==> src/rtl/ipi_timer_pkg.sv <==
package ipi_timer_pkg;
  localparam int MAXCPU   = 4;
  localparam int TCLR_LSB = 4;
  localparam int ICLR_LSB = 8;
  localparam int IREQ_LSB = 12;
  localparam int NXM_BIT  = 28;

  typedef struct packed {
    logic [MAXCPU-1:0] tclr;
    logic [MAXCPU-1:0] iclr;
    logic [MAXCPU-1:0] ireq;
  } misc_cmd_t;
endpackage

==> src/rtl/ipi_timer_decode.sv <==
module ipi_timer_decode
  import ipi_timer_pkg::*;
#(
  parameter int IDXW     = 5,
  parameter int CTRL_IDX = 0,
  parameter int MTR_IDX  = 1,
  parameter int MISC_IDX = 2
) (
  input  logic            req_valid,
  input  logic            req_write,
  input  logic [IDXW-1:0] req_index,
  input  logic [63:0]     req_wdata,
  output misc_cmd_t       cmd,
  output logic            hit_misc,
  output logic            bad_write
);
  logic wr;
  logic any_field;

  always_comb begin
    wr        = req_valid && req_write;
    hit_misc  = (req_index == IDXW'(MISC_IDX));
    any_field = (|req_wdata[IREQ_LSB+MAXCPU-1:TCLR_LSB]) || req_wdata[NXM_BIT];
    cmd       = '0;
    if (wr && hit_misc) begin
      cmd.tclr = req_wdata[TCLR_LSB +: MAXCPU];
      cmd.iclr = req_wdata[ICLR_LSB +: MAXCPU];
      cmd.ireq = req_wdata[IREQ_LSB +: MAXCPU];
    end
    bad_write = wr && ((hit_misc && !any_field) ||
                       req_index == IDXW'(CTRL_IDX) ||
                       req_index == IDXW'(MTR_IDX));
  end
endmodule

==> src/rtl/ipi_timer_slice.sv <==
module ipi_timer_slice (
  input  logic clk,
  input  logic rst_n,
  input  logic tick,
  input  logic tclr,
  input  logic ireq,
  input  logic iclr,
  output logic timer_q,
  output logic ipi_q
);
  always_ff @(posedge clk) begin
    if (!rst_n) begin
      timer_q <= 1'b0;
      ipi_q   <= 1'b0;
    end else begin
      if (tick)      timer_q <= 1'b1;
      else if (tclr) timer_q <= 1'b0;
      if (iclr)      ipi_q   <= 1'b0;
      else if (ireq) ipi_q   <= 1'b1;
    end
  end

  p_tick_sets_r1: assert property (@(posedge clk) disable iff (!rst_n)
    tick |=> timer_q);
  p_tick_wins_r6: assert property (@(posedge clk) disable iff (!rst_n)
    (tick && tclr) |=> timer_q);
  p_tclr_r2: assert property (@(posedge clk) disable iff (!rst_n)
    (tclr && !tick) |=> !timer_q);
  p_ireq_r3: assert property (@(posedge clk) disable iff (!rst_n)
    (ireq && !iclr) |=> ipi_q);
  p_iclr_r4: assert property (@(posedge clk) disable iff (!rst_n)
    iclr |=> !ipi_q);
  p_order_r5: assert property (@(posedge clk) disable iff (!rst_n)
    (ireq && iclr) |=> !ipi_q);
endmodule

==> src/rtl/ipi_timer_reg.sv <==
module ipi_timer_reg
  import ipi_timer_pkg::*;
#(
  parameter int NCPU     = 4,
  parameter int IDXW     = 5,
  parameter int CTRL_IDX = 0,
  parameter int MTR_IDX  = 1,
  parameter int MISC_IDX = 2
) (
  input  logic            clk,
  input  logic            rst_n,
  input  logic            tick,
  input  logic            req_valid,
  input  logic            req_write,
  input  logic [IDXW-1:0] req_index,
  input  logic [63:0]     req_wdata,
  output logic            rsp_valid,
  output logic [63:0]     rsp_rdata,
  output logic            rsp_err,
  output logic [NCPU-1:0] timer_irq,
  output logic [NCPU-1:0] ipi_irq
);
  misc_cmd_t   cmd;
  logic        hit_misc;
  logic        bad_write;
  logic [63:0] rd_view;

  ipi_timer_decode #(
    .IDXW(IDXW), .CTRL_IDX(CTRL_IDX), .MTR_IDX(MTR_IDX), .MISC_IDX(MISC_IDX)
  ) u_dec (
    .req_valid(req_valid), .req_write(req_write), .req_index(req_index),
    .req_wdata(req_wdata), .cmd(cmd), .hit_misc(hit_misc), .bad_write(bad_write)
  );

  for (genvar c = 0; c < NCPU; c++) begin : g_cpu
    ipi_timer_slice u_slice (
      .clk(clk), .rst_n(rst_n), .tick(tick),
      .tclr(cmd.tclr[c]), .ireq(cmd.ireq[c]), .iclr(cmd.iclr[c]),
      .timer_q(timer_irq[c]), .ipi_q(ipi_irq[c])
    );
  end

  always_comb begin
    rd_view = '0;
    rd_view[TCLR_LSB +: NCPU] = timer_irq;
    rd_view[ICLR_LSB +: NCPU] = ipi_irq;
  end

  always_ff @(posedge clk) begin
    if (!rst_n) begin
      rsp_valid <= 1'b0;
      rsp_err   <= 1'b0;
      rsp_rdata <= '0;
    end else begin
      rsp_valid <= req_valid;
      rsp_err   <= bad_write;
      rsp_rdata <= (req_valid && !req_write && hit_misc) ? rd_view : '0;
    end
  end

  p_rsp_follows_r11: assert property (@(posedge clk) disable iff (!rst_n)
    req_valid |=> rsp_valid);
  p_ctrl_err_r9: assert property (@(posedge clk) disable iff (!rst_n)
    (req_valid && req_write && req_index == IDXW'(CTRL_IDX)) |=> rsp_err);
  p_empty_err_r8: assert property (@(posedge clk) disable iff (!rst_n)
    (req_valid && req_write && req_index == IDXW'(MISC_IDX) &&
     req_wdata[15:4] == 12'd0 && !req_wdata[28]) |=> rsp_err);
  p_empty_keeps_r8: assert property (@(posedge clk) disable iff (!rst_n)
    (req_valid && req_write && req_index == IDXW'(MISC_IDX) &&
     req_wdata[15:4] == 12'd0 && !tick) |=> ($stable(timer_irq) && $stable(ipi_irq)));
endmodule

==> config.mk <==
export PLATFORM = sky130hd
export DESIGN_NAME = ipi_timer_reg
export DESIGN_NICKNAME = d
export VERILOG_FILES = /design/src/rtl/ipi_timer_pkg.sv /design/src/rtl/ipi_timer_decode.sv /design/src/rtl/ipi_timer_slice.sv /design/src/rtl/ipi_timer_reg.sv
export SDC_FILE = /design/constraint.sdc
export NUM_CORES = 1
export LEC_CHECK = 0
export BUFFER_PORTS_ARGS = -buffer_cell sky130_fd_sc_hd__buf_2
export CAP_MARGIN = 25
export CORE_ASPECT_RATIO = 1.75
export CORE_MARGIN = 1.5
export CORE_UTILIZATION = 32
export DETAILED_ROUTE_END_ITERATION = 6
export PLACE_DENSITY = 0.92
export SLEW_MARGIN = 20
export SYNTH_ARGS = -nofsm -noshare
export SYNTH_HDL_FRONTEND = slang
export SYNTH_HIERARCHICAL = 1
export SYNTH_SLANG_ARGS = --single-unit
export TNS_END_PERCENT = 20
==> constraint.sdc <==
create_clock -name clk -period 1.6 [get_ports clk]
set_input_delay 0.08 -clock clk [delete_from_list [all_inputs] [get_ports clk]]
set_output_delay 0.08 -clock clk [all_outputs]
set_load 0.1 [all_outputs]
# ---- Yosys cells after proc, flatten, opt, wreduce, memory -nomap -nowiden
# Cells that the tools add are included.
dict set report totals {
  ram_bits 0
  input_bits 74
  mem_count 0
  latch_bits 0
  mem_bits_ro 0
  ff_bits 74
  wordCells 46
}
dict set report op_classes {
  eq_ne 2
  n_bitwise 1
  order_cmp 0
  mux 9
  n_mul 0
  addsub 0
  shift 0
  div 0
  n_reduce_logical 22
}
# cell n
set op_table {}
lappend op_table {{12-bit 2-to-1 mux} 1}
lappend op_table {{12-bit OR reduction} 1}
lappend op_table {{1-bit 2-to-1 mux} 8}
lappend op_table {{2-bit nonzero test} 4}
lappend op_table {{2-bit OR reduction} 4}
lappend op_table {{1-bit logical AND} 6}
lappend op_table {{5-bit by 1-bit == test with 1-bit output, second input constant} 1}
lappend op_table {{5-bit by 2-bit == test with 1-bit output, second input constant} 1}
lappend op_table {{5-bit zero test} 1}
lappend op_table {{1-bit logical OR} 3}
lappend op_table {{1-bit zero test} 2}
lappend op_table {{2-bit AND reduction} 1}
lappend op_table {{1-bit NOT} 1}

# ---- Depth between registers and ports, before layout
# Gate-level depths: netlist of run 1.
dict set report logic_depth {
  word_depth 7
  mapped_depth 6
  ltp_nobuf 5
}

# ---- Cells and area by module
# The synthesis of run 1 kept the hierarchy.
# mod cells_per_inst seq_area_each_um2 area_each_um2 n_inst
set by_module_without_submodules {}
lappend by_module_without_submodules {ipi_timer_reg 78 200.2 709.4 1}
lappend by_module_without_submodules {ipi_timer_slice 6 40.0 72.6 4}
lappend by_module_without_submodules {ipi_timer_decode 24 0.0 167.7 1}

# ---- Worst setup path before layout of run 1
# OpenSTA, ideal clock, no wires.
dict set report synth_path {
  path_kind {reg2reg}
  startpoint {register g_cpu[0].u_slice/timer_q (netlist name)}
  endpoint {register g_cpu[0].u_slice.timer_q}
  arrival_time_ps 1312
  setup_slack_ps 231
  stages_incl_launch_ff 3
  required_time_ps 1542
  period_less_slack_ps 1369
  cell_sequence {dfxtp_1 nor2b_4 o21a_1}
}
# item line_no
set synth_lines {}
lappend synth_lines {{end signal: assignment} ipi_timer_slice.sv:13} ;# timer_q <= 1'b0;
lappend synth_lines {{end signal: assignment} ipi_timer_slice.sv:16} ;# if (tick) timer_q <= 1'b1;
lappend synth_lines {{end signal: assignment} ipi_timer_slice.sv:17} ;# else if (tclr) timer_q <= 1'b0;
lappend synth_lines {{end: declaration} ipi_timer_slice.sv:8} ;# output logic timer_q,

==> out/metrics.yaml, run 1 <==
clkPwrFrac_pct: 20.4
cp_max_fo: 12
track_usage_pct: 9.95
drt-total-wl_um: 1890
fmax_ghz: 0.836
yosysTopAreaCell: "buf_4"
design.die.area_sq_um: 4030
grt_pass1_wl_um: 3020
drt-vias-per-instance: 3.76
peakVddDrop_mv: 0.539
power_density_nw_per_um2: 1190
fp.coreArea_sq_um: 3430
vias: 798
rsz0062_at_grt: "false"
post_cts_resized: 0
synth-edff-count: 0
finalSetupViolations: 0
avgSynthCellArea_sq_um: 9.26
nNetsFinal: 243
hp-class: "in2reg"
io_buffers: 40
grt_max_degree: 13
first_pass_iters: 2
path_cells: "buf_2, or3_4, nor3_4, and2_1, nor2b_4, o21a_1"
slowest_stage: "or3_4"
antenna_left: 0
cp_num_buf_inv: 1
start_util_pct: 34.0
p_int_mw: 0.671
antenna_found_initial: 0
synthFlopType: "dfxtp_1"
diodes: 0
slew_violations: 0
yosys_warnings: 6
cts_setup_buffers: 0
outcome: "completed"
synth.top_cell.area_share_pct: 36.0
grt_overflow: 0
critPathKind: "in2reg"
finalCriticalPeriod_ns: 1.20
critical_path.top_delay_family: "simple AND/OR/NAND/NOR gates"
clock_latency_ns: 0.25
row_count: 28
cts.clk_slew.worst_paths_ns: 0.06
fin_worst_skew_ns: 0.00403
die_y_um: 82.9
fillers: 365
switching_share_pct: 54.7
cts_root_buf: "clkbuf_8"
critPathRequiredTime_ns: 1.74
max_stage_delay_ns: 0.40
setup_tns_ns: 0
syn-cell-area_sq_um: 1170
cts_tree: "done"
area_growth_pct: 6.22
synth_area_leaders: "buf_4 (36%), dfxtp_1 (31%), and2_1 (7.0%)"
drive_above_1_share_pct: 35.3
ys_seq_elements: 18
drc_errors: 0
cap_violations: 0
min_period_over_period_pct: 74.7
synth-async-reset-ratio_pct: 0
endpoint_kind: "register"
cts_buffers: 3
cts_max_path_buffers: 2
seq_power_share_pct: 31.3
routabilityCongestion: 0.688
ys_seq_area_share_pct: 30.9
final_core_util_pct: 36.1
grt_pass1_vias: 684
p_comb_share_pct: 48.3
hold_viol: 0
synth_cells: 126
cts.sinks: 18
drt_iter0_drc: 4
worstPathArrival_ns: 1.34
hold_buffers: 0
start_kind: "input port"
h-tree-depth: 1
synth.distinct_cells: 20
io_pins: 148
switchingPower_mw: 0.809
wl_per_cell_um: 8.92
die_w_um: 48.7
p_leak_nw: 0.674
==> kinds of logic after synthesis <==
family | after synthesis | share of synthesized area, %
other cells | 1 | 0.321
buf+inv | 57 | 37.0
compound gates | 5 | 3.22
flops | 18 | 30.9
simple gates | 45 | 28.6
==> layout by cell type (no fill, tap or decap) <==
master    count
and2_2        9
nor4b_1       1
nor3b_1       4
and2_1       13
nor2b_4       4
dfxtp_1      18
clkbuf_8      3
o21a_1        4
nand4_1       1
or3_4         1
and4b_2       1
nand2_1       1
buf_2        40
conb_1       56
nor2_1        5
nor3_4        1
nor3_1        1
nand2b_1      1
nor4_1        2
a211oi_1      1
==> sequential cells by signal (all words and copies together) (netlist names) <==
register	cells
rsp_rdata	8
g_cpu.u_slice/ipi_q	4
g_cpu.u_slice/timer_q	4
rsp_err	1
rsp_valid	1
==> path summary, 6_finish.rpt <==
path | startpoint | end | slack, ns | cells past startpoint
setup / recovery | req_index[3] | g_cpu[1].u_slice/timer_q | 0.40 | 6
hold reg to reg | g_cpu[2].u_slice/timer_q | rsp_rdata[6] | 0.50 | 1
setup reg to reg | g_cpu[1].u_slice/timer_q | g_cpu[1].u_slice/timer_q | 0.88 | 2
hold / removal | req_valid | rsp_valid | 0.08 | 2
==> synthesized netlist by cell type, drive strengths merged, types with 2 or more instances <==
library cell,number
nor4,2
nor2b,4
buf,57
nor3,2
and2,22
o21a,4
nor2,5
dfxtp,18
nor3b,4
==> final cells by class <==
type	count	area, sq um	share of cell area [%]
Multi-Input combinational cell	106	582	46.9
Sequential cell	18	360	29.1
Timing Repair Buffer	40	200	16.1
Tap cell	45	56.3	4.54
Clock buffer	3	41.3	3.33
==> power groups by stage <==
stage,clock (mW),combinational (mW),sequential (mW)
2_1_floorplan,0,0.705,0.539
3_3_place_gp,0,0.709,0.474
3_5_place_dp,0,0.712,0.474
4_1_cts,0.318,0.712,0.463
5_1_grt,0.337,0.728,0.465
6_report,0.302,0.714,0.463
==> stage by stage <==
step	total power, mW	worst slack, ns	cell area [sq um]	instances	hold WS, ns
finish	1.48	0.404	1240	212	0.0770
global placement	1.18	0.173	1200	209	0.331
detailed placement	1.19	0.129	1200	209	0.329
floorplan	1.24	0.231	1370	181	0.197
CTS	1.49	0.394	1240	212	0.0708
global route	1.53	0.301	1240	212	0.0791
==> per-layer routing <==
| metal | up-vias | routed length [um] | share of wire [%] | global-route usage [%] |
|---|---|---|---|---|
| met5 | - | 0 | 0 | 0 |
| met4 | 0 | 29 | 1.5 | 7.01 |
| met3 | 2 | 261 | 14 | 2.52 |
| met2 | 86 | 966 | 51 | 18.4 |
| met1 | 338 | 633 | 33 | 9.03 |
| li1 | 372 | - | - | - |
No activity file was read; power rests on OpenSTA's default activity.
==> run 2: changes to the inputs <==
==> constraint.sdc (replaced) <==
create_clock -name clk -period 1.25 [get_ports clk]
set_input_delay 0.0625 -clock clk [delete_from_list [all_inputs] [get_ports clk]]
set_output_delay 0.0625 -clock clk [all_outputs]
set_load 0.1 [all_outputs]
==> run 2 against run 1 <==
  * First-iteration DRC count is 25% higher
  * Register-to-register slack got worse by 0.35 ns
  * Die area stayed put
  * Flip-flop and latch count is the same
  * Combinational power up 28%
  * Utilization is 0.95 points higher
  * Routed wire length is 2.1% higher
  * Setup slack worse by 0.27 ns
  * Largest power group unchanged
  * Sequential share of layout area is 0.45 points lower
  * Final cell count is 1.4% higher
  * Critical path depth is 5 lower
==> out/metrics.yaml, run 2 (synthesis results as in run 1) <==
outcome: "completed"  # unchanged
finalCriticalPeriod_ns: 1.11
reg_top3: "rsp_rdata: 8 flops, g_cpu.u_slice/ipi_q: 4 flops, g_cpu.u_slice/timer_q: 4 flops"  # unchanged
fp.coreArea_sq_um: 3430  # unchanged
post_cts_resized: 0  # unchanged
drc_errors: 0  # unchanged
r2r_setup_slack_ns: 0.53  # was 0.88 ns
routabilityCongestion: 0.714  # was 0.688
finalSetupViolations: 0  # unchanged
crit_cells: 1  # was 6
worstRegToRegCells: 2  # unchanged
h-tree-depth: 1  # unchanged
start_util_pct: 34.0  # unchanged
critPathKind: "reg2out"  # was in2reg
min_period_over_period_pct: 89.1
cts.sinks: 18  # unchanged
cp_num_buf_inv: 1  # unchanged
grt_pass1_vias: 726  # was 684
vias: 790  # was 798
clock_latency_ns: 0.25  # about the same
critPathRequiredTime_ns: 1.19  # was 1.74 ns
hold_buffers: 0  # unchanged
drt-vias-per-instance: 3.67  # was 3.76
largest_reg_flops: 8  # unchanged
area_growth_pct: 9.00  # was 6.22%
cts_root_buf: "clkbuf_8"  # unchanged
start_kind: "register"  # was input port
fmax_ghz: 0.898
peakVddDrop_mv: 0.609  # was 0.539 mV
io_buffers: 40  # unchanged
cp_max_fo: 3  # was 12
critical_path.top_delay_family: "buffers and inverters"  # was simple AND/OR/NAND/NOR gates
drt_iter0_drc: 5  # was 4
rsz0062_at_grt: "false"  # unchanged
die_w_um: 48.7  # unchanged
design.die.area_sq_um: 4030  # unchanged
p_leak_nw: 0.691  # was 0.674 nW
hp-class: "in2reg"  # unchanged
worstPathArrival_ns: 1.05  # was 1.34 ns
dpl.hpwl_um: 1700
die_y_um: 82.9  # unchanged
wl_per_cell_um: 8.99  # was 8.92 um
track_usage_pct: 10.5  # was 9.95%
fin_worst_skew_ns: 0.000506  # was 0.00403 ns
cts_tree: "done"  # unchanged
regMostFlops: "rsp_rdata"  # unchanged
grt_pass1_wl_um: 3200  # was 3020 um
cap_violations: 0  # unchanged
slowest_stage: "buf_2"  # was or3_4
endpoint_kind: "output pin"  # was register
drt-total-wl_um: 1930  # was 1890 um
diodes: 0  # unchanged
cts_buffers: 3  # unchanged
report.power.total_mw: 1.98  # was 1.48 mW
final_core_util_pct: 37.1  # was 36.1%
grt_max_degree: 12  # was 13
hold_viol: 0  # unchanged
first_pass_iters: 2  # unchanged
holdWs_ns: 0.0609  # was 0.0770 ns
antenna_left: 0  # unchanged
power_density_nw_per_um2: 1560  # was 1190 nW/um^2
cts.clk_slew.worst_paths_ns: 0.07  # was 0.06 ns
max_stage_delay_ns: 0.44  # was 0.40 ns
grt_overflow: 0  # unchanged
most-common-layout-cells: "conb_1 (56), buf_2 (40), dfxtp_1 (15), and2_1 (13), and2_2 (9)"  # was conb_1 (56), buf_2 (40), dfxtp_1 (18), and2_1 (13), and2_2 (9)
row_count: 28  # unchanged
slew_violations: 0  # unchanged
final_common_cell: "conb_1"  # unchanged
nNetsFinal: 245  # was 243
path_cells: "buf_2"  # was buf_2, or3_4, nor3_4, and2_1, nor2b_4, o21a_1
setup_tns_ns: 0  # unchanged
cts_setup_buffers: 0  # unchanged
io_pins: 148  # unchanged
fillers: 376  # was 365
antenna_found_initial: 0  # unchanged
drive_above_1_share_pct: 38.2  # was 35.3%
whs_path_depth: 2  # unchanged
cts_max_path_buffers: 2  # unchanged
[run 2: changes by cell type in the layout (fill, tap and decap cells not counted), sizes merged]
| cell | change |
|---|---|
| buf | +2 |
| clkbuf | +1 |
[run 2: metrics by stage]
step,worst slack (ns),area (sq um),instances
finish,0.136,1270,215
global route,0.0374,1270,215
CTS,0.115,1270,215
detailed placement,-0.114,1220,211
global placement,-0.0763,1220,211
floorplan,-0.119,1380,181
[run 2: per-layer routing]
layer	global-route usage [%]	vias to the layer above	wire length, um
li1	-	377	-
met1	9.14	326	670
met2	20.0	85	981
met3	2.70	2	250
met4	7.01	0	30
met5	0	-	0
[run 2: final timing paths]
kind,to,startpoint
min,rsp_valid,req_valid
max,ipi_irq[0],g_cpu[0].u_slice/ipi_q
max reg2reg,g_cpu[3].u_slice/timer_q,g_cpu[3].u_slice/timer_q
min reg2reg,rsp_rdata[5],g_cpu[1].u_slice/timer_q
[run 2: where the power goes]
part | switching, mW | internal (mW) | total, mW | leakage [nW]
Sequential | 0.00701 | 0.587 | 0.594 | 0.147
Combinational | 0.856 | 0.0615 | 0.917 | 0.515
Clock | 0.191 | 0.280 | 0.471 | 0.0288
[run 2: area by class of cell]
type                       instances  area [sq um]  area share (%)
timing repair buffer              42           215            16.9
clock buffer                       4          55.1            4.33
sequential                        18           364            28.6
tap                               45          56.3            4.42
multi-input combinational        106           582            45.7
==> run 3: changes to the inputs <==
--- a/config.mk
+++ b/config.mk
@@ -11,7 +11,9 @@
 export CORE_MARGIN = 1.5
 export CORE_UTILIZATION = 32
 export DETAILED_ROUTE_END_ITERATION = 6
+export MAX_ROUTING_LAYER = met4
 export PLACE_DENSITY = 0.92
+export REMOVE_ABC_BUFFERS = 1
 export SLEW_MARGIN = 20
 export SYNTH_ARGS = -nofsm -noshare
 export SYNTH_HDL_FRONTEND = slang
==> run 3 against run 2 <==
  * Clock power decreased by 19%
  * Hold slack improved by 0.0089 ns
  * Routed wire length decreased by 3.4%
  * Utilization decreased by 0.51 points
  * Clock skew increased by 0.0010 ns
  * Setup slack got worse by 0.013 ns
  * Non-clock buffer count unchanged
  * Critical path type unchanged
==> out/metrics.yaml, run 3 (synthesis results as in run 1) <==
cts_max_path_buffers: 2  # unchanged
cp_num_buf_inv: 1  # unchanged
holdWs_ns: 0.0699  # was 0.0609 ns
reg_top3: "rsp_rdata: 8 flops, g_cpu.u_slice/ipi_q: 4 flops, g_cpu.u_slice/timer_q: 4 flops"  # unchanged
clkPwrFrac_pct: 20.2  # was 23.8%
nNetsFinal: 245  # unchanged
crit_cells: 1  # unchanged
endpoint_kind: "output pin"  # unchanged
start_kind: "register"  # unchanged
path_cells: "buf_2"  # unchanged
drive_above_1_share_pct: 36.1  # was 38.2%
hold_buffers: 0  # unchanged
clock_latency_ns: 0.24  # was 0.25 ns
p_leak_nw: 0.684  # was 0.691 nW
switching_share_pct: 54.5  # was 53.2%
track_usage_pct: 9.62  # was 10.5%
cts.sinks: 18  # unchanged
cts_setup_buffers: 0  # unchanged
area_growth_pct: 7.50  # was 9.00%
io_buffers: 40  # unchanged
hp-class: "in2reg"  # unchanged
worstPathArrival_ns: 1.07  # was 1.05 ns
min_period_over_period_pct: 90.2  # was 89.1%
cp_max_fo: 3  # unchanged
finalCriticalPeriod_ns: 1.13  # was 1.11 ns
fp.coreArea_sq_um: 3430  # unchanged
die_w_um: 48.7  # unchanged
antenna_found_initial: 0  # unchanged
rr_endpoint: "g_cpu[3].u_slice/timer_q"  # unchanged
outcome: "completed"  # unchanged
drt-vias-per-instance: 3.72  # was 3.67
critical_path.top_delay_family: "buffers and inverters"  # unchanged
switchingPower_mw: 1.03  # was 1.05 mW
whs_path_depth: 2  # unchanged
diodes: 0  # unchanged
die_y_um: 82.9  # unchanged
most-common-layout-cells: "conb_1 (56), buf_2 (40), dfxtp_1 (18), and2_1 (13), and2_2 (9)"  # was conb_1 (56), buf_2 (40), dfxtp_1 (15), and2_1 (13), and2_2 (9)
finalSetupViolations: 0  # unchanged
largest_reg_flops: 8  # unchanged
drt-total-wl_um: 1870  # was 1930 um
first_pass_iters: 4  # was 2
row_count: 28  # unchanged
drt_iter0_drc: 2  # was 5
slowest_stage: "buf_2"  # unchanged
fmax_ghz: 0.887  # was 0.898 GHz
slew_violations: 0  # unchanged
r2r_setup_slack_ns: 0.55  # was 0.53 ns
routabilityCongestion: 0.684  # was 0.714
cts_root_buf: "clkbuf_8"  # unchanged
crit_path_start: "g_cpu[0].u_slice/ipi_q"  # unchanged
peakVddDrop_mv: 0.677  # was 0.609 mV
grt_max_degree: 12  # unchanged
seq_power_share_pct: 31.4  # was 30.0%
grt_pass1_vias: 663  # was 726
grt_overflow: 0  # unchanged
rsz0062_at_grt: "false"  # unchanged
p_int_mw: 0.860  # was 0.928 mW
grt_pass1_wl_um: 2860  # was 3200 um
design.die.area_sq_um: 4030  # unchanged
cap_violations: 0  # unchanged
setup.worst_path.end: "ipi_irq[0]"  # unchanged
hold_viol: 0  # unchanged
min_from: "req_valid"  # unchanged
wl_per_cell_um: 8.72  # was 8.99 um
final_common_cell: "conb_1"  # unchanged
vias: 797  # was 790
antenna_left: 0  # unchanged
regMostFlops: "rsp_rdata"  # unchanged
start_util_pct: 34.0  # unchanged
h-tree-depth: 1  # unchanged
drc_errors: 0  # unchanged
worstRegToRegCells: 2  # unchanged
cts.clk_slew.worst_paths_ns: 0.06  # was 0.07 ns
dpl.hpwl_um: 1660  # was 1700 um
fin_worst_skew_ns: 0.00155  # was 0.000506 ns
critPathRequiredTime_ns: 1.19  # about the same
report.power.total_mw: 1.89  # was 1.98 mW
critPathKind: "reg2out"  # unchanged
power_density_nw_per_um2: 1510  # was 1560 nW/um^2
p_comb_share_pct: 48.4  # was 46.3%
cts_buffers: 3  # unchanged
io_pins: 148  # unchanged
max_stage_delay_ns: 0.45  # was 0.44 ns
cts_tree: "done"  # unchanged
post_cts_resized: 0  # unchanged
r2r-start: "g_cpu[3].u_slice/timer_q"  # unchanged
## run 3: how the worst min path moves through the flow
stage,to,slack (ns)
after floorplan,g_cpu[0].u_slice/timer_q,0.18
final,rsp_valid,0.07
after global placement,rsp_valid,0.32
after global routing,rsp_valid,0.08
after detailed placement,rsp_valid,0.32
after CTS,rsp_valid,0.06
## run 3: power groups by stage
stage,registers [mW],logic [mW],clock network [mW]
after floorplan,0.690,0.764,0
after global placement,0.606,0.909,0
after detailed placement,0.606,0.913,0
after CTS,0.594,0.913,0.401
after global routing,0.595,0.935,0.424
final,0.593,0.915,0.381
## run 3: routing by layer
| metal | GRT usage [%] | share of wire [%] | vias up | wire [um] |
|---|---|---|---|---|
| met5 | - | 0 | - | 0 |
| li1 | - | - | 374 | - |
| met2 | 17.7 | 52 | 85 | 977 |
| met4 | 6.23 | 1.4 | 0 | 27 |
| met3 | 2.52 | 14 | 2 | 261 |
| met1 | 8.27 | 32 | 336 | 600 |
## run 3: through the flow
stage / setup TNS (ns) / cells / setup WS (ns) / utilization (%) / area [sq um]
4_1_cts: 0 / 214 / 0.103 / 36.6 / 1250
3_3_place_gp: -0.562 / 211 / -0.0797 / 35.3 / 1210
5_1_grt: 0 / 214 / 0.0717 / 36.6 / 1250
6_report: 0 / 214 / 0.122 / 36.6 / 1250
3_5_place_dp: -1.03 / 211 / -0.131 / 35.3 / 1210
2_1_floorplan: -0.845 / 124 / -0.119 / - / 942
## run 3: layout make-up
cell class / instances / area, sq um
Timing Repair Buffer: 42 / 215
Tap cell: 45 / 56.3
Fill cell: 383 / 2180
Clock buffer: 3 / 41.3
Multi-Input combinational cell: 106 / 582
Sequential cell: 18 / 360
